**src/rtl/spi_buf_pkg.sv**
```systemverilog
package spi_buf_pkg;
  localparam int BUF_WORDS   = 8;
  localparam int BUF_BITS    = BUF_WORDS * 32;
  localparam int CMD_MAX     = 32;
  localparam int CMD_CNT_W   = 6;
  localparam int DAT_CNT_W   = $clog2(BUF_BITS + 1);
  localparam int IDX_W       = $clog2(CMD_MAX + 2 * BUF_BITS + 1);

  localparam logic [7:0] OFF_CTRL = 8'h00;
  localparam logic [7:0] OFF_CMD  = 8'h04;
  localparam logic [7:0] OFF_BUF0 = 8'h08;
  localparam logic [7:0] OFF_CFG  = 8'h28;
  localparam logic [7:0] OFF_CNT  = 8'h2c;
  localparam logic [7:0] OFF_CS   = 8'h38;

  localparam int START_BIT = 8;
  localparam int BUSY_BIT  = 16;
  localparam int LSB_BIT   = 3;
  localparam int DIV_LSB   = 16;
  localparam int CMD_CNT_LSB = 24;
  localparam int RX_CNT_LSB  = 12;

  typedef enum logic [1:0] {PH_CMD, PH_TX, PH_RX} phase_e;

  // command word: most-significant byte first
  function automatic logic [4:0] cmd_bit_pos(logic [4:0] k, logic lsb);
    return {~k[4:3], lsb ? k[2:0] : ~k[2:0]};
  endfunction

  // buffer: low byte first
  function automatic logic [7:0] buf_bit_pos(logic [7:0] k, logic lsb);
    return {k[7:3], lsb ? k[2:0] : ~k[2:0]};
  endfunction
endpackage

```
**src/rtl/spi_sck_gen.sv**
```systemverilog
module spi_sck_gen #(
  parameter int DIV_W = 12
) (
  input  logic             clk_i,
  input  logic             rst_ni,
  input  logic             run_i,
  input  logic [DIV_W-1:0] div_sel_i,
  output logic             sck_o,
  output logic             rise_o,
  output logic             bit_end_o
);
  localparam int NW = DIV_W + 1;

  logic [NW-1:0] cnt_q, per, lo_len;

  assign per    = {1'b0, div_sel_i} + NW'(2);
  assign lo_len = per - (per >> 1);

  always_ff @(posedge clk_i or negedge rst_ni) begin
    if (!rst_ni)                cnt_q <= '0;
    else if (!run_i)            cnt_q <= '0;
    else if (cnt_q == per - 1)  cnt_q <= '0;
    else                        cnt_q <= cnt_q + 1'b1;
  end

  assign sck_o     = run_i && (cnt_q >= lo_len);
  assign rise_o    = run_i && (cnt_q == lo_len);
  assign bit_end_o = run_i && (cnt_q == per - 1);
endmodule

```
**src/rtl/spi_xfer_seq.sv**
```systemverilog
module spi_xfer_seq
  import spi_buf_pkg::*;
#(
  parameter int DIV_W = 12
) (
  input  logic                 clk_i,
  input  logic                 rst_ni,
  input  logic                 start_i,
  input  logic [CMD_CNT_W-1:0] cmd_cnt_i,
  input  logic [DAT_CNT_W-1:0] tx_cnt_i,
  input  logic [DAT_CNT_W-1:0] rx_cnt_i,
  input  logic                 lsb_i,
  input  logic [DIV_W-1:0]     div_sel_i,
  input  logic [31:0]          cmd_word_i,
  input  logic [BUF_BITS-1:0]  buf_i,
  input  logic                 bit_end_i,
  input  logic                 rise_i,
  input  logic                 miso_i,
  output logic                 busy_o,
  output logic [DIV_W-1:0]     div_o,
  output logic                 mosi_o,
  output logic                 rx_we_o,
  output logic [7:0]           rx_pos_o,
  output logic                 rx_bit_o
);
  logic [CMD_CNT_W-1:0] cmd_c;
  logic [DAT_CNT_W-1:0] tx_c, rx_c;
  logic [IDX_W-1:0]     total, idx_q, cmd_end_q, tx_end_q, tot_q, tx_off, rx_off;
  logic                 busy_q, lsb_q, accept;
  logic [DIV_W-1:0]     div_q;
  phase_e               phase;

  assign cmd_c = (cmd_cnt_i > CMD_CNT_W'(CMD_MAX)) ? CMD_CNT_W'(CMD_MAX) : cmd_cnt_i;
  assign tx_c  = (tx_cnt_i > DAT_CNT_W'(BUF_BITS)) ? DAT_CNT_W'(BUF_BITS) : tx_cnt_i;
  assign rx_c  = (rx_cnt_i > DAT_CNT_W'(BUF_BITS)) ? DAT_CNT_W'(BUF_BITS) : rx_cnt_i;
  assign total = IDX_W'(cmd_c) + IDX_W'(tx_c) + IDX_W'(rx_c);
  assign accept = start_i && !busy_q && (total != '0);

  always_ff @(posedge clk_i or negedge rst_ni) begin
    if (!rst_ni) begin
      busy_q    <= 1'b0;
      idx_q     <= '0;
      cmd_end_q <= '0;
      tx_end_q  <= '0;
      tot_q     <= '0;
      lsb_q     <= 1'b0;
      div_q     <= '0;
    end else if (accept) begin
      busy_q    <= 1'b1;
      idx_q     <= '0;
      cmd_end_q <= IDX_W'(cmd_c);
      tx_end_q  <= IDX_W'(cmd_c) + IDX_W'(tx_c);
      tot_q     <= total;
      lsb_q     <= lsb_i;
      div_q     <= div_sel_i;
    end else if (busy_q && bit_end_i) begin
      idx_q <= idx_q + 1'b1;
      if (idx_q == tot_q - 1'b1) busy_q <= 1'b0;
    end
  end

  always_comb begin
    if (idx_q < cmd_end_q)     phase = PH_CMD;
    else if (idx_q < tx_end_q) phase = PH_TX;
    else                       phase = PH_RX;
  end

  assign tx_off = idx_q - cmd_end_q;
  assign rx_off = idx_q - tx_end_q;

  always_comb begin
    unique case (phase)
      PH_CMD:  mosi_o = busy_q && cmd_word_i[cmd_bit_pos(idx_q[4:0], lsb_q)];
      PH_TX:   mosi_o = busy_q && buf_i[buf_bit_pos(tx_off[7:0], lsb_q)];
      default: mosi_o = 1'b0;
    endcase
  end

  assign rx_we_o  = busy_q && (phase == PH_RX) && rise_i;
  assign rx_pos_o = buf_bit_pos(rx_off[7:0], lsb_q);
  assign rx_bit_o = miso_i;
  assign busy_o   = busy_q;
  assign div_o    = div_q;

  AST_BUSY_FROM_START: assert property (@(posedge clk_i) disable iff (!rst_ni)
    $rose(busy_q) |-> $past(start_i));
  AST_IDX_IN_RANGE: assert property (@(posedge clk_i) disable iff (!rst_ni)
    busy_q |-> (idx_q < tot_q));
  AST_START_IGNORED: assert property (@(posedge clk_i) disable iff (!rst_ni)
    (busy_q && start_i && !bit_end_i) |=> busy_q);
  AST_ZERO_IDLE: assert property (@(posedge clk_i) disable iff (!rst_ni)
    (start_i && !busy_q && (total == '0)) |=> !busy_q);
endmodule

```
**src/rtl/spi_buf_master.sv**
```systemverilog
module spi_buf_master
  import spi_buf_pkg::*;
#(
  parameter int DIV_W  = 12,
  parameter int CS_NUM = 2
) (
  input  logic              clk_i,
  input  logic              rst_ni,
  input  logic              req_i,
  input  logic              we_i,
  input  logic [7:0]        addr_i,
  input  logic [31:0]       wdata_i,
  output logic [31:0]       rdata_o,
  output logic              sck_o,
  output logic              mosi_o,
  input  logic              miso_i,
  output logic [CS_NUM-1:0] cs_no
);
  logic [31:0]         cmd_q, cfg_q, cnt_q;
  logic [31:0]         buf_q [BUF_WORDS];
  logic [CS_NUM-1:0]   cs_q;
  logic [BUF_BITS-1:0] buf_flat;
  logic                wr, start, busy, rise, bit_end, rx_we, rx_bit;
  logic [7:0]          rx_pos;
  logic [DIV_W-1:0]    div_run;

  assign wr    = req_i && we_i;
  assign start = wr && (addr_i == OFF_CTRL) && wdata_i[START_BIT];

  always_ff @(posedge clk_i or negedge rst_ni) begin
    if (!rst_ni) begin
      cmd_q <= '0;
      cfg_q <= '0;
      cnt_q <= '0;
      cs_q  <= '0;
    end else if (wr) begin
      if (addr_i == OFF_CMD) cmd_q <= wdata_i;
      if (addr_i == OFF_CFG) cfg_q <= wdata_i;
      if (addr_i == OFF_CNT) cnt_q <= wdata_i;
      if (addr_i == OFF_CS)  cs_q  <= wdata_i[CS_NUM-1:0];
    end
  end

  for (genvar w = 0; w < BUF_WORDS; w++) begin : g_buf
    always_ff @(posedge clk_i or negedge rst_ni) begin
      if (!rst_ni)
        buf_q[w] <= '0;
      else if (rx_we && (rx_pos[7:5] == 3'(w)))
        buf_q[w][rx_pos[4:0]] <= rx_bit;
      else if (wr && (addr_i == OFF_BUF0 + 8'(4 * w)))
        buf_q[w] <= wdata_i;
    end
    assign buf_flat[w*32 +: 32] = buf_q[w];
  end

  always_comb begin
    rdata_o = '0;
    unique case (addr_i)
      OFF_CTRL: rdata_o[BUSY_BIT] = busy;
      OFF_CMD:  rdata_o = cmd_q;
      OFF_CFG:  rdata_o = cfg_q;
      OFF_CNT:  rdata_o = cnt_q;
      OFF_CS:   rdata_o[CS_NUM-1:0] = cs_q;
      default: begin
        for (int w = 0; w < BUF_WORDS; w++)
          if (addr_i == OFF_BUF0 + 8'(4 * w)) rdata_o = buf_q[w];
      end
    endcase
  end

  spi_xfer_seq #(.DIV_W(DIV_W)) i_seq (
    .clk_i      (clk_i),
    .rst_ni     (rst_ni),
    .start_i    (start),
    .cmd_cnt_i  (cnt_q[CMD_CNT_LSB +: CMD_CNT_W]),
    .tx_cnt_i   (cnt_q[0 +: DAT_CNT_W]),
    .rx_cnt_i   (cnt_q[RX_CNT_LSB +: DAT_CNT_W]),
    .lsb_i      (cfg_q[LSB_BIT]),
    .div_sel_i  (cfg_q[DIV_LSB +: DIV_W]),
    .cmd_word_i (cmd_q),
    .buf_i      (buf_flat),
    .bit_end_i  (bit_end),
    .rise_i     (rise),
    .miso_i     (miso_i),
    .busy_o     (busy),
    .div_o      (div_run),
    .mosi_o     (mosi_o),
    .rx_we_o    (rx_we),
    .rx_pos_o   (rx_pos),
    .rx_bit_o   (rx_bit)
  );

  spi_sck_gen #(.DIV_W(DIV_W)) i_sck (
    .clk_i     (clk_i),
    .rst_ni    (rst_ni),
    .run_i     (busy),
    .div_sel_i (div_run),
    .sck_o     (sck_o),
    .rise_o    (rise),
    .bit_end_o (bit_end)
  );

  assign cs_no = ~cs_q;

  AST_SCK_IDLE_LOW: assert property (@(posedge clk_i) disable iff (!rst_ni)
    !busy |-> !sck_o);
  AST_RX_ON_HIGH: assert property (@(posedge clk_i) disable iff (!rst_ni)
    rx_we |-> sck_o);
  AST_MOSI_IDLE_LOW: assert property (@(posedge clk_i) disable iff (!rst_ni)
    !busy |-> !mosi_o);
endmodule

```
**config.mk**
```make
export PLATFORM = sky130hd
export DESIGN_NAME = spi_buf_master
export DESIGN_NICKNAME = d
export VERILOG_FILES = /design/src/rtl/spi_buf_pkg.sv /design/src/rtl/spi_sck_gen.sv /design/src/rtl/spi_xfer_seq.sv /design/src/rtl/spi_buf_master.sv
export SDC_FILE = /design/constraint.sdc
export NUM_CORES = 1
export LEC_CHECK = 0
export CAP_MARGIN = 25
export CORE_ASPECT_RATIO = 0.8
export CORE_MARGIN = 4
export CORE_UTILIZATION = 40
export CTS_BUF_LIST = sky130_fd_sc_hd__clkbuf_4
export CTS_CLUSTER_DIAMETER = 30
export DETAILED_ROUTE_END_ITERATION = 7
export GPL_TIMING_DRIVEN = 0
export SLEW_MARGIN = 20
export SYNTH_ARGS = -nofsm -noshare
export SYNTH_HDL_FRONTEND = slang
export SYNTH_HIERARCHICAL = 1
export SYNTH_SLANG_ARGS = --single-unit
```
**constraint.sdc**
```tcl
create_clock -name clk_i -period 6.4 [get_ports clk_i]
set_input_delay 0.96 -clock clk_i [delete_from_list [all_inputs] [get_ports clk_i]]
set_output_delay 0.96 -clock clk_i [all_outputs]
set_load 0.03 [all_outputs]
```
==> results.sh, run 1 <==
export IMPL_outcome="finished, violations left"
export IMPL_violations="negative setup slack"
export IMPL_area_delta_synth_final_pct=14.2
export IMPL_slew_viol_final=0
export IMPL_grt_usage_pct=33.6
export IMPL_hp_start="miso_i"
export IMPL_crit_top_cell="inv_1"
export IMPL_post_drt_wl_per_cell_um=30.9
export IMPL_p_leak_nw=12.5
export IMPL_cp_required_ns=5.44
export IMPL_dp_hpwl_mm=99.5
export IMPL_fin_crit_sh_pct=101
export IMPL_final_layout_size_suffix_gt1_share_pct=18.3
export IMPL_ir_drop_mv=0.202
export IMPL_nets=3291
export IMPL_grt_pass1_vias=26630
export IMPL_synth_distinct_cells=101
export IMPL_synthArstFlopShare_pct=100
export IMPL_root_buffer="clkbuf_4"
export IMPL_synth_area_um2=28200
export IMPL_final_cell_mix="dfrtp_1 (415), nand2_1 (344), o211ai_1 (198), o21ai_0 (195), clkbuf_4 (180)"
export IMPL_total_power_mw=8.80
export IMPL_cts_buffers=130
export IMPL_grt_max_degree=95
export IMPL_cts_buffer_depth=3
export IMPL_cp_max_fo=10
export IMPL_fin_util_pct=46.5
export IMPL_worstSetupEndpointType="output port"
export IMPL_max_cap_violations=0
export IMPL_clk_pin_slew_ns=0.06
export IMPL_tightest_slew_ns=1.08
export IMPL_critPathMaxStageDelay_ns=0.53
export IMPL_drc=0
export IMPL_slowest_stage="xnor2_4"
export IMPL_fp_row_count=86
export IMPL_fp_coreArea_um2=69400
export IMPL_antenna_found_initial=3
export IMPL_start_kind="flop"
export IMPL_hold_violations=0
export IMPL_layout_commonest_cell="dfrtp_1"
export IMPL_powerDensity_nw_per_um2=273
export IMPL_die_x_um=305
export IMPL_vias_per_cell=6.60
export IMPL_syn_nets=3052
export IMPL_critPathKind="flop to output port"
export IMPL_max_freq_mhz=155
export IMPL_hold_path_depth=3
export IMPL_ioPinCount=81
export IMPL_fin_skew_ns=0.0826
export IMPL_grt_pass1_wl_mm=185
export IMPL_fp_dieArea_um2=74900
export IMPL_syn_area_per_cell_um2=9.61
export IMPL_drtAntennaViolNets=0
export IMPL_path_cells="inv_1, ha_1, inv_1, fa_1, xnor2_4, buf_4, buf_2, nor2_1, a211oi_2, a31oi_1, a211oi_4, o41ai_2, dlygate4sd2_1"
export IMPL_dp_cells=3945
export IMPL_start_util_pct=40.7
export IMPL_dieHeight_um=246
export IMPL_arrival_ns=5.48
export IMPL_drt_iter0_markers=3813
export IMPL_ys_warn_count=6
export IMPL_r2r_start="i_seq/div_o[1]"
export IMPL_clock_sinks=417
export IMPL_fin_cells=4183
export IMPL_hp_class="primary input to flop"
export IMPL_cts_htree_levels=4
export IMPL_layout_setup_ws_ns=-0.0431
export IMPL_reg2reg_slack_ns=0.40
export IMPL_setup_viol=1
export IMPL_cts_tree="built"
export IMPL_synth_main_ff_cell="dfrtp_1"
export IMPL_routed_wl_mm=129
export IMPL_gp_congestion=1.05
export IMPL_ys_seq_area_share_pct=37.0
export IMPL_hold_path_end="buf_flat[160]"
export IMPL_critical_path_top_delay_family="buffers and inverters"
export IMPL_grt_ovfl_total=0
export IMPL_slew_headroom_pct=27.8
export IMPL_rr_worst_depth=21
export IMPL_io_buffers=75
export IMPL_clk_insertion_delay_late_ns=1.04
export IMPL_cp_num_buf_inv=5
export IMPL_num_vias=27596
export IMPL_period_minus_slack_ns=6.44
export IMPL_synth_edf_count=0
export IMPL_dr_pass1_iters=7
export IMPL_synthCells=2936
export IMPL_r2r_end="buf_flat[186]"
export IMPL_ys_seq_elements=417
==> power breakdown <==
group	leakage (nW)	internal (mW)	switching (mW)
clock network	0.906	1.27	1.27
logic	6.49	1.05	2.31
registers	5.13	2.74	0.159
==> repair_timing <==
| item | 4_1_cts | 5_1_grt |
|---|---|---|
| hold buffers | 1 | 0 |
| pin swaps | 3 | 4 |
| setup buffers | 8 | 11 |
| gates resized for setup | 26 | 27 |
| setup endpoints to repair | 243 | 221 |
| endpoints found under the hold margin | 74 | 0 |
==> kinds of logic after synthesis <==
logic type                 count (synthesis)  share of synthesized area (%)
AOI/OAI and AO/OA                        925                           22.6
xor gates and xnor gates                 103                           3.50
adders and majority gates                 72                           3.29
buffers and inverters                    352                           5.72
DFF                                      417                           37.0
muxes                                    283                           14.6
and+or+nand+nor                          784                           13.4
==> Yosys cell counts, drive strengths merged (72+ instances only) <==
library cell  number  area share [%]
dfrtp            417              37
nand2            346             4.6
o211ai           198             5.3
o21ai            196             3.5
clkbuf           168             2.2
a21oi            164             2.9
nor2             155             2.2
mux2             144             6.0
buf              123             2.7
nand3             89             1.6
mux4              74             6.3
o221ai            72             2.2
==> registers in the layout, summed over array words and instances, names as in the netlist <==
register / count
buf_flat: 256
cfg_q: 32
cmd_q: 32
cnt_q: 32
cs_q: 2
i_sck/cnt_q: 13
i_seq/busy_o: 1
i_seq/cmd_end_q: 6
i_seq/div_o: 12
i_seq/idx_q: 10
i_seq/lsb_q: 1
i_seq/tot_q: 10
i_seq/tx_end_q: 10
==> metrics by stage <==
stage          setup TNS [ns]  hold slack (ns)  cell area, µm²  worst slack (ns)
3_3_place_gp         -6113.08            0.476           30100            -14.64
3_5_place_dp           -64.85            0.488           30400            -0.577
4_1_cts                     0            0.409           32000            0.0155
6_report              -0.0431            0.489           32200           -0.0431
2_1_floorplan               0            0.459           28200              1.37
5_1_grt               -0.0390            0.444           32200           -0.0207
==> how the worst max path moves through the flow <==
stage	from	to	slack, ns	depth (start not counted)
floorplan	i_seq/div_o[1]	buf_flat[100]	1.37	25
global route	i_seq/idx_q[0]	mosi_o	-0.02	15
CTS	i_seq/div_o[1]	sck_o	0.02	18
global placement	rst_ni	buf_flat[56]	-14.64	1
finish	i_seq/idx_q[0]	mosi_o	-0.04	13
detailed placement	i_seq/div_o[1]	buf_flat[109]	-0.58	24
==> layout make-up <==
type | instances | area (µm²)
Inverter | 61 | 231
Clock buffer | 178 | 1340
Fill cell | 6704 | 37200
Timing Repair Buffer | 109 | 1150
Clock inverter | 32 | 133
Antenna cell | 6 | 15.0
Tap cell | 924 | 1160
Sequential cell | 417 | 10400
Multi-Input combinational cell | 2167 | 16400
Buffer | 289 | 1410
==> metal layers <==
layer / up-vias / track usage [%] / wire [µm]
met2: 1968 / 49.1 / 53800
li1: 11580 / - / -
met3: 362 / 9.03 / 15600
met4: 0 / 16.0 / 6490
met1: 13686 / 46.4 / 53200
met5: - / 0 / 0
==> worst reg2reg max path: cells and delay by family, from the launching register on <==
kind / cells / cell delay (ns)
adders and majority gates: 2 / 0.68
DFF: 1 / 0.41
AOI/OAI and AO/OA: 6 / 1.02
and+or+nand+nor: 8 / 2.52
xor gates and xnor gates: 2 / 0.40
buffers and inverters: 3 / 0.89
Note: power is estimated with default switching activity, not from simulation.
==> run 2, diff against run 1 <==
--- a/config.mk
+++ b/config.mk
@@ -13,6 +13,7 @@
 export CTS_CLUSTER_DIAMETER = 30
 export DETAILED_ROUTE_END_ITERATION = 7
 export GPL_TIMING_DRIVEN = 0
+export REMOVE_ABC_BUFFERS = 1
 export SLEW_MARGIN = 20
 export SYNTH_ARGS = -nofsm -noshare
 export SYNTH_HDL_FRONTEND = slang
==> results.sh, run 2 (synthesized netlist as in run 1, its figures left out) <==
export IMPL_dieHeight_um=246
export IMPL_fillers=6499
export IMPL_outcome="finished, violations left"
export IMPL_ioPinCount=81
export IMPL_tightest_slew_ns=1.06
export IMPL_antenna_found_initial=6
export IMPL_fin_util_pct=46.7
export IMPL_nets=3063
export IMPL_busiest_layer="met2"
export IMPL_hp_class="flop to flop"
export IMPL_io_buffers=80
export IMPL_start_kind="primary input"
export IMPL_num_vias=26356
export IMPL_arrival_ns=5.36
export IMPL_grt_ovfl_total=0
export IMPL_final_cell_mix="dfrtp_1 (413), nand2_1 (338), o211ai_1 (198), o21ai_0 (195), clkbuf_4 (168)"
export IMPL_cp_max_fo=34
export IMPL_root_buffer="clkbuf_4"
export IMPL_fin_skew_ns=0.0973
export IMPL_grt_pass1_wl_mm=169
export IMPL_dp_cells=3735
export IMPL_final_layout_size_suffix_gt1_share_pct=18.2
export IMPL_fin_cells=3976
export IMPL_start_util_pct=40.7
export IMPL_clock_sinks=417
export IMPL_max_freq_mhz=158
export IMPL_routed_wl_mm=114
export IMPL_layout_commonest_cell="dfrtp_1"
export IMPL_period_minus_slack_ns=6.32
export IMPL_dp_slack_ns=-0.390
export IMPL_seqCellArea_um2=10400
export IMPL_largest_reg_flops=256
export IMPL_violations="design-rule violations"
export IMPL_layout_setup_ws_ns=0.0818
export IMPL_hold_violations=0
export IMPL_die_x_um=305
export IMPL_final_area_um2=32400
export IMPL_fp_dieArea_um2=74900
export IMPL_ir_drop_mv=0.198
export IMPL_cp_required_ns=5.44
export IMPL_use_met2_pct=42.9
export IMPL_grt_max_degree=100
export IMPL_grt_usage_pct=29.6
export IMPL_vias_per_cell=6.63
export IMPL_placedInstanceArea_um2=30600
export IMPL_dr_pass1_iters=8
export IMPL_area_delta_synth_final_pct=14.8
export IMPL_multi_input_area_um2=16500
export IMPL_drc=15
export IMPL_dp_hpwl_mm=80.2
export IMPL_fin_crit_sh_pct=98.7
export IMPL_fp_coreArea_um2=69400
export IMPL_p_leak_nw=12.4
export IMPL_critPathKind="primary input to output port"
export IMPL_cts_tree="built"
export IMPL_powerDensity_nw_per_um2=262
export IMPL_cts_buffer_depth=3
export IMPL_max_cap_violations=0
export IMPL_slew_headroom_pct=29.1
export IMPL_post_drt_wl_per_cell_um=28.7
export IMPL_slew_viol_final=0
export IMPL_use_met1_pct=40.2
export IMPL_fp_row_count=86
export IMPL_clk_pin_slew_ns=0.06
export IMPL_worstSetupEndpointType="output port"
export IMPL_setup_viol=0
export IMPL_grt_met3_usage_pct=10.4
export IMPL_grt_pass1_vias=25743
export IMPL_cts_htree_levels=3
export IMPL_drtAntennaViolNets=0
export IMPL_drt_iter0_markers=4081
export IMPL_gp_congestion=0.936
export IMPL_cts_buffers=121
export IMPL_clk_insertion_delay_late_ns=0.98
## run 2: repair_timing
item / CTS / global route
cloned: 0 / 1
hold buffers: 1 / 0
resized for setup: 13 / 16
endpoints found under the setup margin: 204 / 208
endpoints found under the hold margin: 5 / 0
buffers inserted: 5 / 4
pin swaps: 2 / 0
## run 2: final timing paths
kind	from	to	slack (ns)	cells after the start
worst max-delay path	addr_i[5]	rdata_o[24]	0.08	7
worst min-delay path	cfg_q[29]	cfg_q[29]	0.50	1
worst max register to register	i_seq/div_o[2]	buf_flat[208]	0.38	21
worst min register to register	cfg_q[29]	cfg_q[29]	0.50	1
max in group asynchronous	rst_ni	cs_q[1]	4.75	3
min in group asynchronous	rst_ni	buf_flat[23]	0.61	2
## run 2: cell type report
class | count | share of cell area (%)
Inverter | 61 | 0.714
Clock inverter | 50 | 0.896
Multi-Input combinational cell | 2168 | 51.0
Antenna cell | 10 | 0.0772
Timing Repair Buffer | 178 | 7.59
Tap cell | 924 | 3.57
Sequential cell | 417 | 32.2
Clock buffer | 168 | 3.89
## run 2: stage by stage
stage / setup TNS [ns] / power (mW) / hold slack (ns)
final: 0 / 8.50 / 0.495
after global routing: -0.00185 / 8.80 / 0.515
after CTS: 0 / 8.38 / 0.495
after detailed placement: -31.57 / 5.71 / 0.482
after global placement: -7420.85 / 5.47 / 0.472
after floorplan: -23.93 / 4.47 / 0.459
## run 2: report_power, final
part,switching [mW],leakage (nW),internal [mW],total [mW]
combinational,1.94,6.41,1.03,2.97
sequential,0.163,5.12,2.74,2.90
clock,1.29,0.915,1.33,2.62
total,3.39,12.4,5.10,8.50
## run 2: critical path, cell delays in order
cell,delay [ns]
clkdlybuf4s50_1,0.88
nor4b_4,0.99
nand2_4,0.54
o221ai_1,0.43
o221ai_1,0.23
a31oi_1,0.48
clkdlybuf4s50_1,0.81
## run 2: metal layers
| metal | vias up | wire length (µm) |
|---|---|---|
| li1 | 11142 | - |
| met1 | 13029 | 46100 |
| met2 | 1821 | 48000 |
| met3 | 360 | 14900 |
| met4 | 4 | 5170 |
| met5 | - | 29 |
